**config.mk**
```make
export PLATFORM = sky130hd
export DESIGN_NAME = simd_alu
export DESIGN_NICKNAME = d
export VERILOG_FILES = /design/src/rtl/simd_alu_pkg.sv /design/src/rtl/simd_lane_ops.sv /design/src/rtl/simd_lane_array.sv /design/src/rtl/simd_pack_unit.sv /design/src/rtl/simd_alu.sv
export SDC_FILE = /design/constraint.sdc
export NUM_CORES = 2
export LEC_CHECK = 0
export BUFFER_PORTS_ARGS = -buffer_cell sky130_fd_sc_hd__buf_2
export CAP_MARGIN = 20
export CORE_ASPECT_RATIO = 0.9
export CORE_UTILIZATION = 30
export DETAILED_ROUTE_END_ITERATION = 10
export PLACE_DENSITY_LB_ADDON = 0.1
export SYNTH_ARGS = -nofsm -noshare
export SYNTH_HDL_FRONTEND = slang
export SYNTH_HIERARCHICAL = 1
export SYNTH_SLANG_ARGS = --single-unit
```
**constraint.sdc**
```tcl
create_clock -name clk -period 10.5 [get_ports clk]
set_clock_uncertainty 0.2 [all_clocks]
set_input_delay 1.05 -clock clk [delete_from_list [all_inputs] [get_ports clk]]
set_output_delay 1.05 -clock clk [all_outputs]
set_load 0.01 [all_outputs]
```
**src/rtl/simd_alu_pkg.sv**
```systemverilog
package simd_alu_pkg;

    typedef enum logic [3:0] {
        OP_ADD   = 4'd0,
        OP_ADDS  = 4'd1,
        OP_SUB   = 4'd2,
        OP_SUBS  = 4'd3,
        OP_AND   = 4'd4,
        OP_ANDN  = 4'd5,
        OP_OR    = 4'd6,
        OP_XOR   = 4'd7,
        OP_SLL   = 4'd8,
        OP_SRL   = 4'd9,
        OP_SRA   = 4'd10,
        OP_CMPEQ = 4'd11,
        OP_CMPGT = 4'd12,
        OP_PACK  = 4'd13
    } alu_op_e;

    typedef enum logic [1:0] {
        SZ_BYTE = 2'd0,
        SZ_HALF = 2'd1,
        SZ_WORD = 2'd2,
        SZ_RSVD = 2'd3
    } lane_sz_e;

    localparam int NUM_SIZES = 3;

endpackage

```
**src/rtl/simd_lane_ops.sv**
```systemverilog
module simd_lane_ops
    import simd_alu_pkg::*;
#(
    parameter int W = 8
) (
    input  logic [W-1:0] a,
    input  logic [W-1:0] b,
    input  logic [3:0]   op,
    input  logic         sgn,
    output logic [W-1:0] y
);
    localparam int SW = $clog2(W);
    localparam logic [W-1:0] SMAX = {1'b0, {(W-1){1'b1}}};
    localparam logic [W-1:0] SMIN = {1'b1, {(W-1){1'b0}}};

    logic [W:0]          sum_x;
    logic [W:0]          dif_x;
    logic                add_sovf;
    logic                sub_sovf;
    logic                big_shift;
    logic [SW-1:0]       sh;
    logic signed [W-1:0] a_s;
    logic signed [W-1:0] b_s;
    logic signed [W-1:0] sra_v;

    always_comb begin
        sum_x     = {1'b0, a} + {1'b0, b};
        dif_x     = {1'b0, a} - {1'b0, b};
        add_sovf  = (a[W-1] == b[W-1]) && (sum_x[W-1] != a[W-1]);
        sub_sovf  = (a[W-1] != b[W-1]) && (dif_x[W-1] != a[W-1]);
        big_shift = (b >= W);
        sh        = b[SW-1:0];
        a_s       = a;
        b_s       = b;
        sra_v     = a_s >>> sh;
        y         = '0;
        case (op)
            OP_ADD:  y = sum_x[W-1:0];
            OP_SUB:  y = dif_x[W-1:0];
            OP_ADDS: begin
                if (sgn)           y = add_sovf ? (a[W-1] ? SMIN : SMAX) : sum_x[W-1:0];
                else if (sum_x[W]) y = '1;
                else               y = sum_x[W-1:0];
            end
            OP_SUBS: begin
                if (sgn)           y = sub_sovf ? (a[W-1] ? SMIN : SMAX) : dif_x[W-1:0];
                else if (dif_x[W]) y = '0;
                else               y = dif_x[W-1:0];
            end
            OP_AND:   y = a & b;
            OP_ANDN:  y = ~a & b;
            OP_OR:    y = a | b;
            OP_XOR:   y = a ^ b;
            OP_SLL:   y = big_shift ? '0 : (a << sh);
            OP_SRL:   y = big_shift ? '0 : (a >> sh);
            OP_SRA:   y = big_shift ? {W{a[W-1]}} : sra_v;
            OP_CMPEQ: y = (a == b) ? '1 : '0;
            OP_CMPGT: begin
                if (sgn) y = (a_s > b_s) ? '1 : '0;
                else     y = (a > b) ? '1 : '0;
            end
            default:  y = '0;
        endcase
    end

endmodule

```
**src/rtl/simd_lane_array.sv**
```systemverilog
module simd_lane_array #(
    parameter int DW = 64,
    parameter int W  = 8
) (
    input  logic [DW-1:0] a,
    input  logic [DW-1:0] b,
    input  logic [3:0]    op,
    input  logic          sgn,
    output logic [DW-1:0] y
);
    localparam int NL = DW / W;

    for (genvar i = 0; i < NL; i++) begin : g_lane
        simd_lane_ops #(.W(W)) u_lane (
            .a   (a[i*W +: W]),
            .b   (b[i*W +: W]),
            .op  (op),
            .sgn (sgn),
            .y   (y[i*W +: W])
        );
    end

endmodule

```
**src/rtl/simd_pack_unit.sv**
```systemverilog
module simd_pack_unit #(
    parameter int DW    = 64,
    parameter int SRC_W = 16
) (
    input  logic [DW-1:0] a,
    input  logic [DW-1:0] b,
    input  logic          sgn,
    output logic [DW-1:0] y
);
    localparam int NW   = SRC_W / 2;
    localparam int NL   = DW / SRC_W;
    localparam int HALF = DW / 2;

    function automatic logic [NW-1:0] narrow(input logic [SRC_W-1:0] v, input logic s);
        logic [SRC_W-NW:0] top_s;
        logic [SRC_W-NW-1:0] top_u;
        top_s = v[SRC_W-1:NW-1];
        top_u = v[SRC_W-1:NW];
        if (s) begin
            if ((&top_s) || !(|top_s)) return v[NW-1:0];
            return v[SRC_W-1] ? {1'b1, {(NW-1){1'b0}}} : {1'b0, {(NW-1){1'b1}}};
        end
        if (|top_u) return '1;
        return v[NW-1:0];
    endfunction

    for (genvar i = 0; i < NL; i++) begin : g_narrow
        assign y[i*NW +: NW]        = narrow(a[i*SRC_W +: SRC_W], sgn);
        assign y[HALF + i*NW +: NW] = narrow(b[i*SRC_W +: SRC_W], sgn);
    end

endmodule

```
**src/rtl/simd_alu.sv**
```systemverilog
module simd_alu
    import simd_alu_pkg::*;
#(
    parameter int DW = 64
) (
    input  logic          clk,
    input  logic          rst_n,
    input  logic [DW-1:0] op_a,
    input  logic [DW-1:0] op_b,
    input  logic [3:0]    opcode,
    input  logic [1:0]    lane_size,
    input  logic          is_signed,
    output logic [DW-1:0] result
);
    localparam int NBYTES = DW / 8;

    typedef struct packed {
        logic [DW-1:0] result;
    } state_t;

    state_t        state_d;
    state_t        state_q;
    logic [DW-1:0] lane_res [NUM_SIZES];
    logic [DW-1:0] pack_res [NUM_SIZES];
    logic [1:0]    size_idx;

    for (genvar g = 0; g < NUM_SIZES; g++) begin : g_size
        localparam int LW = 8 << g;
        simd_lane_array #(.DW(DW), .W(LW)) u_arr (
            .a   (op_a),
            .b   (op_b),
            .op  (opcode),
            .sgn (is_signed),
            .y   (lane_res[g])
        );
        if (g == 0) begin : g_nopack
            assign pack_res[g] = '0;
        end else begin : g_pack
            simd_pack_unit #(.DW(DW), .SRC_W(LW)) u_pack (
                .a   (op_a),
                .b   (op_b),
                .sgn (is_signed),
                .y   (pack_res[g])
            );
        end
    end

    always_comb begin
        size_idx = (lane_size == SZ_RSVD) ? 2'(SZ_WORD) : lane_size;
        state_d  = state_q;
        case (opcode)
            OP_PACK:             state_d.result = pack_res[size_idx];
            4'd14, 4'd15:        state_d.result = '0;
            default:             state_d.result = lane_res[size_idx];
        endcase
    end

    always_ff @(posedge clk) begin
        if (!rst_n) state_q <= '0;
        else        state_q <= state_d;
    end

    assign result = state_q.result;

    AST_RESET_CLEAR: assert property (@(posedge clk)
        !rst_n |=> result == '0);

    AST_EQ_SELF_ONES: assert property (@(posedge clk) disable iff (!rst_n)
        $past(rst_n) && $past(opcode) == OP_CMPEQ && $past(op_a) == $past(op_b)
        |-> result == '1);

    for (genvar i = 0; i < NBYTES; i++) begin : g_chk
        AST_CMP_FULL_MASK: assert property (@(posedge clk) disable iff (!rst_n)
            $past(rst_n) && ($past(opcode) == OP_CMPEQ || $past(opcode) == OP_CMPGT)
            |-> (result[i*8 +: 8] == 8'h00 || result[i*8 +: 8] == 8'hFF));

        AST_UADD_NO_WRAP: assert property (@(posedge clk) disable iff (!rst_n)
            $past(rst_n) && $past(opcode) == OP_ADDS && !$past(is_signed)
            && $past(lane_size) == SZ_BYTE
            |-> result[i*8 +: 8] >= $past(op_a[i*8 +: 8]));

        AST_USUB_NO_WRAP: assert property (@(posedge clk) disable iff (!rst_n)
            $past(rst_n) && $past(opcode) == OP_SUBS && !$past(is_signed)
            && $past(lane_size) == SZ_BYTE
            |-> result[i*8 +: 8] <= $past(op_a[i*8 +: 8]));
    end

endmodule

```
==> flow_results.org <==
** Outcome
- Run status :: finished, final reports clean

** Pwr
- Sequential cells burn 6.3% of the power.
- Cell internal power was estimated by the tool at 1.86 mW.
- Total power divided by cell area :: 68.6 mW/mm^2
- In this run the static leakage power is 29.1 nW.
- Summed over all nets, the switching power comes to 3.16 mW.
- Peak ir drop on the vdd network :: 0.0613 mV
- Net switching is 63.0% of the power.
- In this run, the combinational gates consume 86.9% of the power.
- The clock network accounts for 6.8% of the total power.
- Power after layout :: 5.02 mW

** Worst setup path
- Crit path buf inv count :: 2
- The worst setup path is of the in -> reg kind.
- Cell with the most instances on the worst path :: a221o_1
- Data arrives at the worst endpoint at 8.15 ns.
- Depth of the critical timing path with buffers and inverters included :: 20
- The worst setup path is launched from an input port.
- CP max-delay cell :: inv_2
- For the worst setup path, the data required time is 10.57 ns.
- Worst path cell trace :: buf_6, inv_2, ha_1, a211oi_1, nor4b_2, nor2_1, o311ai_2, a41o_1, o41ai_2, o21bai_1, a221o_1, fa_1, nor3_1, a21o_1, nand2_1, a221o_1, a2111oi_0, nand3_1, mux2i_1, o22ai_1
- Critical Path Max Stage Delay :: 0.58 ns
- Cell family with the largest share of critical-path delay :: compound AO/OA/AOI/OAI gates
- Maximum net fanout on the critical path :: 40
- STA classifies the critical path endpoint as a register.

** Timing
- Post-Route Setup TNS :: 0 ns
- At the pin with the least slew margin, the transition time is 1.22 ns.
- Headroom to the max-slew limit came out at 17.8%.
- The worst path uses 76.9% of the clock period.
- Once routing completed, OpenROAD measured the worst setup slack at 2.43 ns.
- Setup repair after global routing missed its margin :: no
- Fmax :: 124 MHz
- Final Hold Slack :: 0.905 ns
- Setup violations remaining at the end of the flow were counted as 0.
- Max Transition Viols Final :: 0
- The hold violation total from the final report was 0.
- The worst path in the final design needs a cycle of 8.07 ns, including I/O delays and setup.

** Place
- The congestion estimate from routability-driven global placement came to 0.994.
- Area after DPL :: 0.0728 sq mm
- The count of buffers added on input and output ports is 200.
- Once detailed placement completed, the half-perimeter wirelength came to 310 mm.
- At the placement stage, the worst setup path has a slack of 2.15 ns.

** Clocking
- Clock Root Buffer :: clkbuf_16
- Post-CTS setup buffer count :: 0
- Number of H-tree levels :: 3
- Counting along the longest clock path gives a buffer depth of 2.
- Clock tree from TritonCTS :: yes
- Clock tree synthesis inserted a total of 9 buffers.
- Post-cts sizing count :: 0
- Hold-fix buffers, CTS :: 0
- Clock-pin slew on the worst setup and hold paths :: 0.07 ns
- The clock net in this run drives a total of 64 sinks.

** Yosys
- Number of cells produced by synthesis :: 9989
- Leading cell types by count after synthesis :: 861 x nor2_1, 836 x nand2_1, 786 x a21oi_1, 638 x o21ai_0, 624 x ha_1
- The number of different library cells used by synthesis comes to 125.
- Number of flops mapped to enable cells by yosys :: 0
- Cell accounting for the most synthesized area :: ha_1
- By instance count, the leading cell after synthesis is nor2_1.
- Of all flip-flops after synthesis, the portion carrying an async set or reset was 0%.
- Number of flip-flops and latches in the synthesized netlist :: 64
- Average instance area after synthesis :: 6.91 sq um
- The synthesized netlist occupies a cell area of 0.0691 sq mm.
- Proportion of synthesized chip area in sequential cells :: 1.86%
- Post-synthesis net count :: 10806
- Top flip-flop cell by instance count after synthesis :: dfxtp_1
- For this run, the number of Yosys warnings is 6.
- Fraction of post-synthesis cell area in the top cell type by area :: 11.3%
- Top cells by area in the synthesized netlist :: ha_1 11%, a21oi_1 5.7%, mux4_2 5.2%

** Hold path
- Hold Path Cell Cnt :: 3
- Type of the tightest min-delay check :: in -> reg

** GRT
- Summed over all layers, the global routing overflow is 0.
- The initial antenna violation count was 17.
- Overall global routing resource usage :: 33.5%
- First-pass GRT wire length :: 582 mm
- Vias in the first global route :: 77503
- Entering global routing, the biggest net connects 125 pins.

** Finish
- Ratio of cells with drive above 1 in the final layout :: 10.9%
- result holds more flip-flops than any other register.
- The final layout contains 10547 nets.
- The largest registers in the layout are result: 64 flops.
- After routing the design area is 0.0732 sq mm.
- The register with the most flip-flops in the layout has 64 of them.
- Compared with the post-synthesis result, the final layout area differs by 5.93%.

** Routing
- The first detailed-routing pass ran for 8 iterations.
- Detailed-route wire length :: 408 mm
- For this block, the initial DRC count from the detailed router was 10753.
- DRC viols :: 0
- Antenna-violating nets left :: 0
- Avg WL per Cell :: 32.0 um
- Routed via count :: 83521
- Vias per cell :: 6.54

** Die
- Core outline area :: 0.228 sq mm
- The die covers 0.232 sq mm.
- In this run the horizontal extent of the chip is 508 um.
- Die height :: 457 um
- Pin placement for this block handled 201 I/O pins.
- The initial utilization of the core area, before any placement, comes to 30.3%.
- Std cell rows :: 166

** Job
- Max cap viols :: 0
==> routing by layer <==
metal / routed length, um / track usage [%] / part of all wire [%] / vias up
met1: 187000 / 48.9 / 46 / 41690
met2: 172000 / 49.8 / 42 / 4350
met5: 55 / 0 / 0.013 / -
met4: 16000 / 11.7 / 3.9 / 8
met3: 32600 / 4.20 / 8.0 / 535
li1: - / - / - / 36938
==> path summary, 6_finish.rpt <==
kind                      from  slack [ns]         end
worst max-delay path  op_b[33]        2.43  result[49]
worst min-delay path     rst_n        0.90  result[15]
==> power groups by stage <==
stage	Combinational, mW	Sequential (mW)	Clock (mW)
final	4.36	0.315	0.340
after global routing	4.61	0.313	0.355
after CTS	4.24	0.315	0.352
after global placement	4.23	0.321	0
after floorplan	2.66	0.297	0
after detailed placement	4.22	0.321	0
==> cell families (layout without fill, tap and decap cells) <==
group | count (synthesis) | in the layout | synth area share, %
other | 0 | 6 | 0
adders and majority gates | 680 | 680 | 12.9
muxes | 647 | 647 | 13.0
xor gates and xnor gates | 437 | 437 | 5.54
buffers and inverters | 1351 | 1097 | 8.03
AOI/OAI and AO/OA | 3400 | 3400 | 33.6
and+or+nand+nor | 3410 | 3410 | 25.1
DFF | 64 | 64 | 1.86
==> cells in the final DEF (no fill, tap or decap), types with 185 or more instances in the layout <==
cell type	instances
buf_4	273
inv_1	567
a21oi_1	786
xnor2_1	224
a211oi_1	185
xor2_1	213
nor2_1	859
nand3_1	337
nor3_1	228
o21ai_0	638
nand2_1	835
ha_1	624
mux2i_1	331
==> area by class of cell <==
type | instances | area (sq um)
diodes | 6 | 15.0
flip-flops and latches | 64 | 1280
inverters | 609 | 2290
multi-input cells | 8574 | 62300
clock inverters | 6 | 43.8
fillers | 25214 | 155000
well taps | 3024 | 3780
repair buffers | 472 | 3170
clock buffers | 10 | 239
==> stage by stage <==
| stage | utilization (%) | cells |
|---|---|---|
| final | 32.1 | 12765 |
| after global routing | 32.1 | 12760 |
| after CTS | 32.1 | 12756 |
| after detailed placement | 31.9 | 12740 |
| after global placement | 31.9 | 12738 |
| after floorplan | - | 9989 |
==> tightest hold or removal path: stages <==
cell	delay (ns)
buf_2	0.13
nand2_4	0.18
o22ai_1	0.12
No activity file was read; power rests on OpenSTA's default activity.
